File: src/rtl/rr_seq_gen.sv
module rr_seq_gen #(
  parameter int                 ID_BITS = 32,
  parameter logic [ID_BITS-1:0] ID_WORD = 32'hA2C5_1E93
) (
  input  logic clk,
  input  logic rst_n,
  input  logic cs_n,
  input  logic rr_req,
  input  logic sclk,
  input  logic wr_busy,
  output logic sda_out,
  output logic sda_oe,
  output logic seq_active
);

  localparam int IDX_W = $clog2(ID_BITS);
  localparam logic [IDX_W-1:0] LAST_IDX = IDX_W'(ID_BITS - 1);

  typedef enum logic [1:0] {ST_IDLE, ST_ARMED, ST_SHIFT} st_t;

  st_t                state;
  logic               req_q;
  logic               sclk_q;
  logic [IDX_W-1:0]   bit_idx;
  logic [ID_BITS-1:0] shreg;

  wire req_rise  = rr_req & ~req_q;
  wire sclk_fall = sclk_q & ~sclk;

  always_ff @(posedge clk or negedge rst_n) begin
    if (!rst_n) begin
      state   <= ST_IDLE;
      req_q   <= 1'b0;
      sclk_q  <= 1'b0;
      bit_idx <= '0;
      shreg   <= '0;
    end else begin
      req_q  <= rr_req;
      sclk_q <= sclk;
      if (cs_n) begin
        state   <= ST_IDLE;
        bit_idx <= '0;
      end else begin
        unique case (state)
          ST_IDLE:
            if (req_rise && !wr_busy) state <= ST_ARMED;
          ST_ARMED:
            if (!rr_req) begin
              state   <= ST_SHIFT;
              shreg   <= ID_WORD;
              bit_idx <= '0;
            end
          ST_SHIFT:
            if (sclk_fall) begin
              if (bit_idx == LAST_IDX) begin
                state   <= ST_IDLE;
                bit_idx <= '0;
              end else begin
                bit_idx <= bit_idx + 1'b1;
                shreg   <= {shreg[ID_BITS-2:0], 1'b0};
              end
            end
          default: state <= ST_IDLE;
        endcase
      end
    end
  end

  assign sda_oe     = (state == ST_SHIFT) & ~cs_n;
  assign sda_out    = sda_oe ? shreg[ID_BITS-1] : 1'b1;
  assign seq_active = (state != ST_IDLE) & ~cs_n;

endmodule

File: config.mk
export PLATFORM = sky130hd
export DESIGN_NAME = rr_seq_gen
export DESIGN_NICKNAME = d
export VERILOG_FILES = /design/src/rtl/rr_seq_gen.sv
export SDC_FILE = /design/constraint.sdc
export NUM_CORES = 1
export LEC_CHECK = 0
export CAP_MARGIN = 15
export CORE_MARGIN = 1.5
export CORE_UTILIZATION = 50
export CTS_CLUSTER_SIZE = 12
export DETAILED_ROUTE_END_ITERATION = 6
export GPL_ROUTABILITY_DRIVEN = 0
export GPL_TIMING_DRIVEN = 0
export PLACE_DENSITY_LB_ADDON = 0.2
export SLEW_MARGIN = 15
export SYNTH_ARGS = -nofsm -noshare
export SYNTH_HDL_FRONTEND = slang
export SYNTH_SLANG_ARGS = --single-unit
File: constraint.sdc
create_clock -name clk -period 2.6 [get_ports clk]
set_clock_uncertainty 0.15 [all_clocks]
set_input_delay 0.39 -clock clk [delete_from_list [all_inputs] [get_ports clk]]
set_output_delay 0.39 -clock clk [all_outputs]
set_load 0.05 [all_outputs]
=== Yosys cells after proc, flatten, opt, wreduce, memory -nomap -nowiden ===
Index checks and enable logic that the tools add are counted.

* Word-level logic and storage cells: 48
* Register bits: 41
* Bits of input ports: 6
* Output and inout bits: 3

* Bitwise gates (word level): 7
* Add/subtract/negate cells: 1
* Reduce and logical (&&, ||, !) cells: 9
* Multiplexer cells: 16
* Equal/unequal tests: 10

{| class="wikitable"
|+ Operators with widths
! cell !! count
|-
| 32-bit two-way mux || 3
|-
| 32-bit one-hot mux with 2 select lines || 1
|-
| 5-bit two-way mux || 4
|-
| 3-bit != test, second input constant || 4
|-
| 2-bit two-way mux || 5
|-
| 5-bit one-hot mux with 2 select lines || 1
|-
| 2-bit != test, second input constant || 3
|-
| 2-bit one-hot mux with 3 select lines || 1
|-
| 5-bit by 1-bit adder with 5-bit output, second input constant || 1
|-
| 5-bit equality test, second input constant || 1
|-
| 5-bit AND reduction || 1
|-
| 1-bit bitwise AND || 4
|-
| 4-bit AND reduction || 1
|-
| 2-bit nonzero test || 2
|-
| 1-bit inverter || 3
|-
| 3-bit AND reduction || 1
|-
| 3-bit nonzero test || 1
|-
| 2-bit by 1-bit equality test with 1-bit output, second input constant || 1
|-
| 2-bit equality test, second input constant || 1
|-
| 2-bit zero test || 1
|-
| 1-bit logical AND || 1
|-
| 1-bit zero test || 1
|-
| 1-bit two-way mux || 1
|}

=== Longest topological paths before layout ===
Gate-level depths: netlist of run 1.

* Depth in word-level cells: 6
* Gate-level depth with buffers: 7
* Depth with buffers taken out: 6

=== Worst setup path after synthesis of run 1 ===
Ideal clock, no wire load.

* Kind: input-to-output
* From: input port cs_n
* To: output port sda_out
* Cell stages on the path: 3
* Path buffers: 1
* Slack: -0.504 ns
* Required time: 2.060 ns
* Data arrival time: 2.564 ns
* Path through: buf_2 > nor3b_1 > nand2b_1

* Word-level cells in the longest chain between the ends: 3

{| class="wikitable"
|+ Ends and longest elaborated chain
! element !! line !! source
|-
| from (decl) || 7 || <nowiki>input logic cs_n,</nowiki>
|-
| 1-bit inverter (no source line) || -- ||
|-
| 1-bit bitwise AND || 69 || <nowiki>assign sda_oe = (state == ST_SHIFT) & ~cs_n;</nowiki>
|-
| net sda_oe || 12 || <nowiki>output logic sda_oe,</nowiki>
|-
| 1-bit two-way mux || 70 || <nowiki>assign sda_out = sda_oe ? shreg[ID_BITS-1] : 1'b1;</nowiki>
|-
| to (decl) || 11 || <nowiki>output logic sda_out,</nowiki>
|}

The timed path passes the listed nets, and every way through them passes these cells.

=== Worst setup path in the final report of run 1 ===
* From: register bit_idx[0]
* To: register shreg[16]

* Word-level cells in the longest chain between the ends: 3

{| class="wikitable"
|+ Ends and longest elaborated chain
! element !! line !! source
|-
| from (decl) || 24 || <nowiki>logic [IDX_W-1:0] bit_idx;</nowiki>
|-
| from (signal assigned) || 59 || <nowiki>bit_idx <= bit_idx + 1'b1;</nowiki>
|-
| 5-bit equality test || 55 || <nowiki>if (bit_idx == LAST_IDX) begin</nowiki>
|-
| 2-bit != test (no source line) || -- ||
|-
| 5-bit AND reduction (no source line) || -- ||
|-
| to (signal assigned) || 60 || <nowiki>shreg <= {shreg[ID_BITS-2:0], 1'b0};</nowiki>
|-
| to (decl) || 25 || <nowiki>logic [ID_BITS-1:0] shreg;</nowiki>
|}

No other way between the ends.
A chain may end at the register's enable or synchronous reset.

==> flow_summary_export.csv, run 1 <==
group,metric,value,unit
sta,post-route-period-util,0.945,
final_layout,antenna_cells,0,
die,ioPinCount,9,
clocking,clockRootBuffer,"clkbuf_4",
worst_setup_path,required,2.73,ns
worst_setup_path,critPathLaunchType,"register",
sta,hold_viol_final,0,
die,start_util,0.532,
place,hpwl,2030,µm
global_routing,antenna_found_initial,0,
sta,final.setup.worst_slack,0.143,ns
global_routing,first_global_vias,1075,
synthesis,netlist_instances,123,
routing,detailedRoute.firstIterationViolations,63,
die,core_area,3080,µm²
synthesis,yosysSeqAreaShare,0.626,
routing,vias_per_cell,5.73,
place,placed_cells,175,
sta,slew_viol_final,0,
power_and_ir_drop,combPwrFrac,0.109,
status,status,"finished, final reports clean",
die,dieArea,3630,µm²
power_and_ir_drop,p_int,910,µW
die,die_w,60.2,µm
power_and_ir_drop,power.total,1.20,mW
clocking,cts_sinks,41,
sta,worstMarginPinSlew,0.492,ns
final_layout,layout.nets,148,
routing,vias,1060,
sta,setup_viol,0,
worst_setup_path,crit_path_end_kind,"register",
sta,worst_hold_slack,0.214,ns
worst_setup_path,cp_slowest_cell,"or4b_4",
routing,antenna_left,0,
global_routing,overflow,0,
synthesis,yosys_register_bits,41,
worst_setup_path,slowest_delay,0.58,ns
synthesis,syn-cell-area,1640,µm²
synthesis,ys_types,32,
worst_setup_path,cp_common_cell,"ha_1",
power_and_ir_drop,clockPowerShare,0.244,
worst_setup_path,critPathKind,"reg2reg",
power_and_ir_drop,switching_share,0.244,
worst_setup_path,r2r_slack,0.14,ns
final_layout,area_growth,14.7,%
power_and_ir_drop,p_sw,294,µW
routing,routedWlPerCell,16.4,µm
sta,rsz0062_at_grt,"no",
final_layout,final_cells,185,
place,port_buffers,7,
routing,drcViolationCount,0,
place,place_ws,-0.00291,ns
clocking,cts_tree,"done",
routing,dr.pass1.iters,4,
worst_setup_path,cp_max_fo,10,
run,max_cap_violations,0,
global_routing,grt_pass1_wl,4990,µm
worst_setup_path,cp.arrival,2.58,ns
final_layout,drive_gt1_frac,0.149,
global_routing,grt_max_degree,37,
sta,min_period,2.46,ns
clocking,clk_latency,0.34,ns
die,fp.dieH,60.2,µm
power_and_ir_drop,p_per_area,641,nW/µm²
clocking,numCtsBuffers,5,
power_and_ir_drop,leakagePower,0.817,nW
clocking,cts_max_level,2,
routing,routed_wl,3030,µm
synthesis,ys.warnings.count,0,
power_and_ir_drop,peakVddDrop,376,µV
synthesis,syn_nets,131,
worst_setup_path,crit_chain,"ha_1 > and3_1 > ha_1 > or4b_4 > o22ai_4 > buf_6 > o22a_1",
synthesis,syn_area_per_cell,13.3,µm²
global_routing,grt_usage,0.192,
die,rows,20,
clocking,clkTransAtPathRegs,0.11,ns
sta,relSlewSlack,0.667,
sta,max_freq,0.407,GHz
clocking,clock_path_buffers,2,
power_and_ir_drop,seq_power_share,0.647,
worst_hold_path,hold_path.class,"in2reg",
==> registers in the layout, summed over array words and instances, names as in the netlist <==
name	count
bit_idx	5
req_q	1
sclk_q	1
state	2
shreg	32
==> metrics by stage <==
step	TNS (ns)	instance area (µm²)	util
after floorplan	0	1640	-
after global placement	0	1770	0.574
after detailed placement	-0.00490	1780	0.579
after CTS	0	1850	0.601
after global routing	0	1880	0.610
final	0	1880	0.610
==> cells in the final DEF (no fill, tap or decap), drive strengths merged, types with 3 or more instances in the layout <==
master	count
buf	7
clkbuf	11
nor2	6
clkdlybuf4s50	4
nand2	4
inv	5
nand3	3
o22a	14
dfrtp	41
a22o	17
==> area by class of cell <==
| class | instances | area (µm²) |
|---|---|---|
| plain buffers | 7 | 41.3 |
| clock buffers | 8 | 48.8 |
| fillers | 255 | 1200 |
| inverters | 5 | 18.8 |
| multi-input cells | 70 | 584 |
| flip-flops and latches | 41 | 1030 |
| well taps | 44 | 55.1 |
| repair buffers | 10 | 104 |
==> cell families after synthesis <==
family	Yosys count	synth area share
and+or+nand+nor	27	0.108
buffers and inverters	12	0.0336
adders and majority gates	2	0.0153
AOI/OAI and AO/OA	39	0.204
DFF	41	0.626
muxes	2	0.0130
==> critical path, delay by kind of cell (launching register included) <==
kind | cells | cell delay, ns
adder cells (fa/ha/maj) | 2 | 0.48
flip-flops | 1 | 0.42
buffers and inverters | 1 | 0.18
AND/OR/NAND/NOR | 2 | 0.77
AO/OA/AOI/OAI | 2 | 0.40
==> repair_timing <==
item                                    4_1_cts  5_1_grt
gates resized for setup                       2        7
hold endpoints to repair                     41        0
gates cloned                                  0        0
endpoints found under the setup margin       20       21
hold buffers                                  1        0
buffers inserted                              0        1
pin swaps                                     0        2
==> routing by layer <==
layer  GRT usage  vias to the layer above  share of wire
met1       0.249                      527           0.44
met2       0.307                       28           0.50
li1            -                      500              -
met5           0                        -              0
met3      0.0455                        5          0.047
met4      0.0825                        0          0.014
==> power groups by stage <==
stage	sequential (mW)	combinational, mW	clock, mW
final	0.779	0.131	0.294
after floorplan	0.776	0.0901	0
after CTS	0.778	0.132	0.304
after global routing	0.790	0.147	0.338
after global placement	0.787	0.120	0
after detailed placement	0.790	0.129	0
==> Yosys cell counts, drive strengths merged <==
library cell / number / area, µm²
a211o: 1 / 8.76
a21oi: 2 / 10.0
a22o: 17 / 149
a32oi: 1 / 8.76
and3: 2 / 12.5
buf: 4 / 25.0
clkbuf: 3 / 11.3
dfrtp: 41 / 1030
ha: 2 / 25.0
inv: 5 / 18.8
mux2: 1 / 11.3
mux2i: 1 / 10.0
nand2: 4 / 15.0
nand2b: 2 / 12.5
nand3: 3 / 15.0
nand4: 2 / 12.5
nand4bb: 1 / 11.3
nor2: 6 / 30.0
nor2b: 1 / 6.26
nor3b: 1 / 7.51
nor4b: 2 / 23.8
o2111a: 1 / 11.3
o21ai: 1 / 5.00
o22a: 14 / 123
o22ai: 2 / 18.8
or3b: 1 / 8.76
or4: 1 / 7.51
or4b: 1 / 13.8
==> worst paths after layout <==
path | start | end | depth (start not counted)
max | bit_idx[0] | shreg[16] | 7
max in group asynchronous | rst_n | shreg[24] | 3
min in group asynchronous | rst_n | sclk_q | 2
min | cs_n | state[1] | 2
max reg2reg | bit_idx[0] | shreg[16] | 7
min reg2reg | shreg[31] | shreg[31] | 1
Note: power is estimated with default switching activity, not from simulation.
==> run 2: changes to the inputs <==
==> constraint.sdc (replaced) <==
create_clock -name clk -period 2.4 [get_ports clk]
set_clock_uncertainty 0.15 [all_clocks]
set_input_delay 0.36 -clock clk [delete_from_list [all_inputs] [get_ports clk]]
set_output_delay 0.36 -clock clk [all_outputs]
set_load 0.05 [all_outputs]
==> run 2 against run 1 <==
Core utilization rose by 1.3 points. Die area did not move. Design area rose by 2.1%. Fmax rose by 6.0%. Register-to-register slack got worse by 0.06 ns. Global-route usage rose by 0.73 points. Non-clock buffer count rose by 4.
==> flow_summary_export.csv, run 2 (same netlist as run 1, synthesis figures left out) <==
group,metric,value,unit
sta,min_period,2.32,ns
worst_hold_path,hp-start,"cs_n",
global_routing,antenna_found_initial,0,
worst_hold_path,hold_path.class,"in2reg",
sta,worstMarginPinSlew,0.504,ns
clocking,clkTransAtPathRegs,0.11,ns
final_layout,largest_register_ff_count,32,
routing,antenna_left,0,
die,die_w,60.2,µm
sta,worst_hold_slack,0.181,ns
clocking,numCtsBuffers,5,
power_and_ir_drop,p_per_area,679,nW/µm²
worst_setup_path,critPathTopFamily,"simple AND/OR/NAND/NOR gates",
worst_setup_path,slowest_delay,0.54,ns
final_layout,fin_util,0.623,
place,post_dp_cell_area,1780,µm²
power_and_ir_drop,power.total,1.30,mW
final_layout,fillerInstances,250,
sta,max_freq,0.431,GHz
sta,relSlewSlack,0.663,
routing,vias,1083,
die,fp.dieH,60.2,µm
sta,slew_viol_final,0,
sta,post-route-period-util,0.966,
routing,drcViolationCount,0,
status,status,"finished, final reports clean",
worst_setup_path,crit_start,"bit_idx[0]",
die,dieArea,3630,µm²
power_and_ir_drop,peakVddDrop,400,µV
clocking,cts_tree,"done",
global_routing,grt_max_degree,37,
global_routing,first_global_vias,1113,
die,core_area,3080,µm²
routing,dr.pass1.iters,4,
worst_setup_path,cp.arrival,2.45,ns
worst_setup_path,cp_common_cell,"ha_2",
sta,rsz0062_at_grt,"no",
routing,vias_per_cell,5.73,
worst_setup_path,critPathKind,"reg2reg",
worst_setup_path,cp_slowest_cell,"or4b_4",
final_layout,postLayoutCellArea,1920,µm²
clocking,cts_max_level,2,
worst_setup_path,crit_path_end_kind,"register",
worst_setup_path,crit_chain,"ha_2 > and3_1 > ha_2 > or4b_4 > or4_1 > nand3_1",
power_and_ir_drop,leakagePower,0.849,nW
sta,setup-tns-final,0,ns
worst_setup_path,critPathLaunchType,"register",
final_layout,final_cell_mix,"dfrtp_1 (41), a22o_1 (17), o22a_1 (14)",
clocking,clk_latency,0.33,ns
final_layout,regMostFlops,"shreg",
global_routing,grt_usage,0.199,
worst_setup_path,r2r_start,"bit_idx[0]",
clocking,clock_path_buffers,2,
worst_setup_path,cp_max_fo,3,
final_layout,drive_gt1_frac,0.193,
sta,hold_viol_final,0,
die,rows,20,
worst_setup_path,required,2.53,ns
run,max_cap_violations,0,
routing,routed_wl,3090,µm
routing,routedWlPerCell,16.3,µm
final_layout,area_growth,17.0,%
clocking,clockRootBuffer,"clkbuf_4",
final_layout,antenna_cells,0,
place,hpwl,2030,µm
global_routing,overflow,0,
place,port_buffers,7,
worst_setup_path,cp.buffers_inverters,0,
die,ioPinCount,9,
final_layout,layout.nets,152,
die,start_util,0.532,
final_layout,layout_commonest_cell,"dfrtp_1",
final_layout,reg.largest.list,"shreg (32), bit_idx (5), state (2)",
routing,detailedRoute.firstIterationViolations,79,
sta,setup_viol,0,
clocking,cts_sinks,41,
global_routing,grt_pass1_wl,5170,µm
==> run 2: per-stage QoR <==
stage	instances	worst slack, ns
after floorplan	123	0.0793
after global placement	174	-0.166
after detailed placement	175	-0.203
after CTS	189	0.0377
after global routing	189	0.00418
final	189	0.0823
==> run 2: area by class of cell <==
cell class                      count  area (µm²)  area share
Tap cell                           44        55.1      0.0287
Buffer                              7        42.5      0.0222
Clock buffer                        8        48.8      0.0255
Timing Repair Buffer               14         136      0.0711
Sequential cell                    41        1030       0.535
Multi-Input combinational cell     70         589       0.307
Inverter                            5        18.8     0.00979
==> run 2: worst paths after layout <==
check,endpoint,slack [ns],depth (start not counted)
max reg2reg,bit_idx[3],0.08,6
max,bit_idx[3],0.08,6
min,state[1],0.18,2
min in group asynchronous,sclk_q,0.23,2
max in group asynchronous,shreg[24],1.45,3
min reg2reg,shreg[31],0.34,1
==> run 2: report_power, final <==
group / switching [mW] / internal, mW / leakage [nW] / total (mW)
Clock: 0.197 / 0.117 / 0.0265 / 0.314
Sequential: 0.0549 / 0.788 / 0.521 / 0.843
Combinational: 0.0625 / 0.0811 / 0.301 / 0.144
Total: 0.314 / 0.986 / 0.849 / 1.30
==> run 2: worst reg2reg max path, stage by stage (launching register included) <==
cell and delay [ns]:
dfrtp_1 0.42, ha_2 0.21, and3_1 0.18, ha_2 0.20, or4b_4 0.54, or4_1 0.48, nand3_1 0.09
==> run 2: what timing repair did <==
item | CTS | global route
gates cloned | 1 | 0
pin swaps | 3 | 1
buffers inserted | 4 | 0
endpoints found under the hold margin | 41 | 0
gates resized for setup | 12 | 4
endpoints found under the setup margin | 25 | 25
hold buffers | 1 | 0
==> run 2: routing by layer <==
layer / vias to the layer above / global-route usage / routed length [µm]
met4: 0 / 0.0667 / 21
met3: 2 / 0.0455 / 100
li1: 505 / - / -
met2: 20 / 0.337 / 1600
met1: 556 / 0.251 / 1370
met5: - / 0 / 0
==> run 3: changes to the inputs <==
--- a/config.mk
+++ b/config.mk
@@ -5,6 +5,7 @@
 export SDC_FILE = /design/constraint.sdc
 export NUM_CORES = 1
 export LEC_CHECK = 0
+export ABC_CLOCK_PERIOD_IN_PS = 2400
 export CAP_MARGIN = 15
 export CORE_MARGIN = 1.5
 export CORE_UTILIZATION = 50
@@ -12,7 +13,9 @@
 export DETAILED_ROUTE_END_ITERATION = 6
 export GPL_ROUTABILITY_DRIVEN = 0
 export GPL_TIMING_DRIVEN = 0
+export HOLD_SLACK_MARGIN = 0.08
 export PLACE_DENSITY_LB_ADDON = 0.2
+export SKIP_CTS_REPAIR_TIMING = 1
 export SLEW_MARGIN = 15
 export SYNTH_ARGS = -nofsm -noshare
 export SYNTH_HDL_FRONTEND = slang
==> run 3 against run 2 <==
Register-to-register slack hardly changed. Critical path type unchanged. Critical path depth unchanged. Largest power group unchanged. Non-clock buffer count increased by 1. Sequential power about the same. Largest cell class unchanged. Routed wire length rose by 1.6%.
==> flow_summary_export.csv, run 3 (same netlist as run 1, synthesis figures left out) <==
group,metric,value,unit
final_layout,regMostFlops,"shreg",
die,ioPinCount,9,
worst_hold_path,hold_path.class,"in2reg",
place,place_ws,-0.203,ns
sta,final.setup.worst_slack,0.0795,ns
final_layout,fillerInstances,248,
status,status,"finished, final reports clean",
final_layout,drive_gt1_frac,0.199,
clocking,clkTransAtPathRegs,0.11,ns
power_and_ir_drop,seq_power_share,0.648,
power_and_ir_drop,p_sw,316,µW
final_layout,area_growth,18.8,%
sta,slew_viol_final,0,
clocking,clock_path_buffers,2,
global_routing,grt_max_degree,37,
final_layout,antenna_cells,0,
final_layout,layout_commonest_cell,"dfrtp_1",
sta,max_freq,0.431,GHz
place,port_buffers,7,
worst_setup_path,slowest_delay,0.56,ns
clocking,cts_tree,"done",
worst_setup_path,r2r_slack,0.08,ns
power_and_ir_drop,peakVddDrop,403,µV
global_routing,grt_usage,0.192,
worst_setup_path,critPathTopFamily,"simple AND/OR/NAND/NOR gates",
die,die_w,60.2,µm
sta,setup-tns-final,0,ns
final_layout,largest_register_ff_count,32,
power_and_ir_drop,p_int,987,µW
routing,drcViolationCount,0,
routing,antenna_left,0,
power_and_ir_drop,leakagePower,0.873,nW
clocking,numCtsBuffers,5,
sta,worst_hold_slack,0.175,ns
power_and_ir_drop,p_per_area,669,nW/µm²
final_layout,multi_input_area,599,µm²
sta,hold_viol_final,0,
global_routing,met3_usage,0.0455,
worst_setup_path,critPathLaunchType,"register",
sta,min_period,2.32,ns
final_layout,layout.nets,153,
final_layout,reg.largest.list,"shreg (32), bit_idx (5), state (2)",
power_and_ir_drop,switching_share,0.242,
clocking,cts_sinks,41,
die,core_area,3080,µm²
place,hpwl,2030,µm
global_routing,grt_pass1_wl,4970,µm
routing,routed_wl,3140,µm
clocking,clk_latency,0.33,ns
global_routing,gr-usage-met2,0.306,
die,rows,20,
final_layout,seq_area,1030,µm²
sta,post-route-period-util,0.967,
global_routing,overflow,0,
worst_setup_path,crit_path_end_kind,"register",
routing,routedWlPerCell,16.5,µm
worst_setup_path,cp_slowest_cell,"or4b_4",
final_layout,postLayoutCellArea,1950,µm²
power_and_ir_drop,combPwrFrac,0.111,
worst_setup_path,cp.arrival,2.45,ns
final_layout,final_cell_mix,"dfrtp_1 (41), a22o_1 (17), o22a_1 (14)",
place,post_dp_cell_area,1780,µm²
global_routing,use_met1,0.249,
sta,worstMarginPinSlew,0.504,ns
clocking,cts_max_level,2,
worst_setup_path,cp.buffers_inverters,0,
die,dieArea,3630,µm²
final_layout,fin_util,0.632,
worst_setup_path,critPathKind,"reg2reg",
power_and_ir_drop,clockPowerShare,0.241,
clocking,clockRootBuffer,"clkbuf_4",
routing,vias_per_cell,5.77,
routing,vias,1097,
global_routing,antenna_found_initial,0,
die,fp.dieH,60.2,µm
global_routing,top_usage_layer,"met2",
global_routing,first_global_vias,1069,
worst_setup_path,required,2.53,ns
sta,setup_viol,0,
run,max_cap_violations,0,
worst_setup_path,cp_max_fo,3,
die,start_util,0.532,
worst_setup_path,crit_chain,"ha_2 > and3_1 > ha_4 > or4b_4 > or4_1 > nand3_1",
sta,relSlewSlack,0.659,
routing,detailedRoute.firstIterationViolations,93,
routing,dr.pass1.iters,4,
run 3: cell types whose count changed in the layout (fill, tap and decap cells not counted), sizes merged:
cell          previous run  this run
clkbuf                   9        11
buf                     13        12
dlymetal6s2s             1         3
dlygate4sd2              2         0
run 3: final cells by class:
| cell class | instances | share of cell area |
|---|---|---|
| Multi-Input combinational cell | 70 | 0.308 |
| Buffer | 7 | 0.0238 |
| Sequential cell | 41 | 0.527 |
| Inverter | 5 | 0.00965 |
| Clock buffer | 8 | 0.0251 |
| Timing Repair Buffer | 15 | 0.0778 |
| Tap cell | 44 | 0.0283 |
run 3: per-layer routing:
layer / part of all wire / up-vias
met5: 0 / -
met4: 0.013 / 0
met3: 0.031 / 5
met2: 0.51 / 20
met1: 0.45 / 564
li1: - / 508
run 3: final timing paths:
kind                               to  depth (start not counted)       start
max in group asynchronous   shreg[22]                          3       rst_n
hold reg to reg             shreg[31]                          1   shreg[31]
min in group asynchronous      sclk_q                          2       rst_n
setup reg to reg           bit_idx[3]                          6  bit_idx[0]
setup / recovery           bit_idx[3]                          6  bit_idx[0]
hold / removal               state[1]                          2        cs_n
run 3: power by group through the flow:
stage	Sequential, mW	Clock (mW)	Combinational, mW
finish	0.844	0.314	0.144
global route	0.856	0.366	0.161
CTS	0.843	0.330	0.141
detailed placement	0.856	0	0.139
global placement	0.852	0	0.130
floorplan	0.841	0	0.0976
run 3: metrics by stage:
stage	instances	total power [mW]
floorplan	123	0.938
global placement	174	0.982
detailed placement	175	0.995
CTS	183	1.31
global route	190	1.38
finish	190	1.30
run 3: worst register-to-register path: stages (launching register included):
cell and delay [ns]:
dfrtp_1 0.42, ha_2 0.18, and3_1 0.20, ha_4 0.18
or4b_4 0.56, or4_1 0.48, nand3_1 0.09
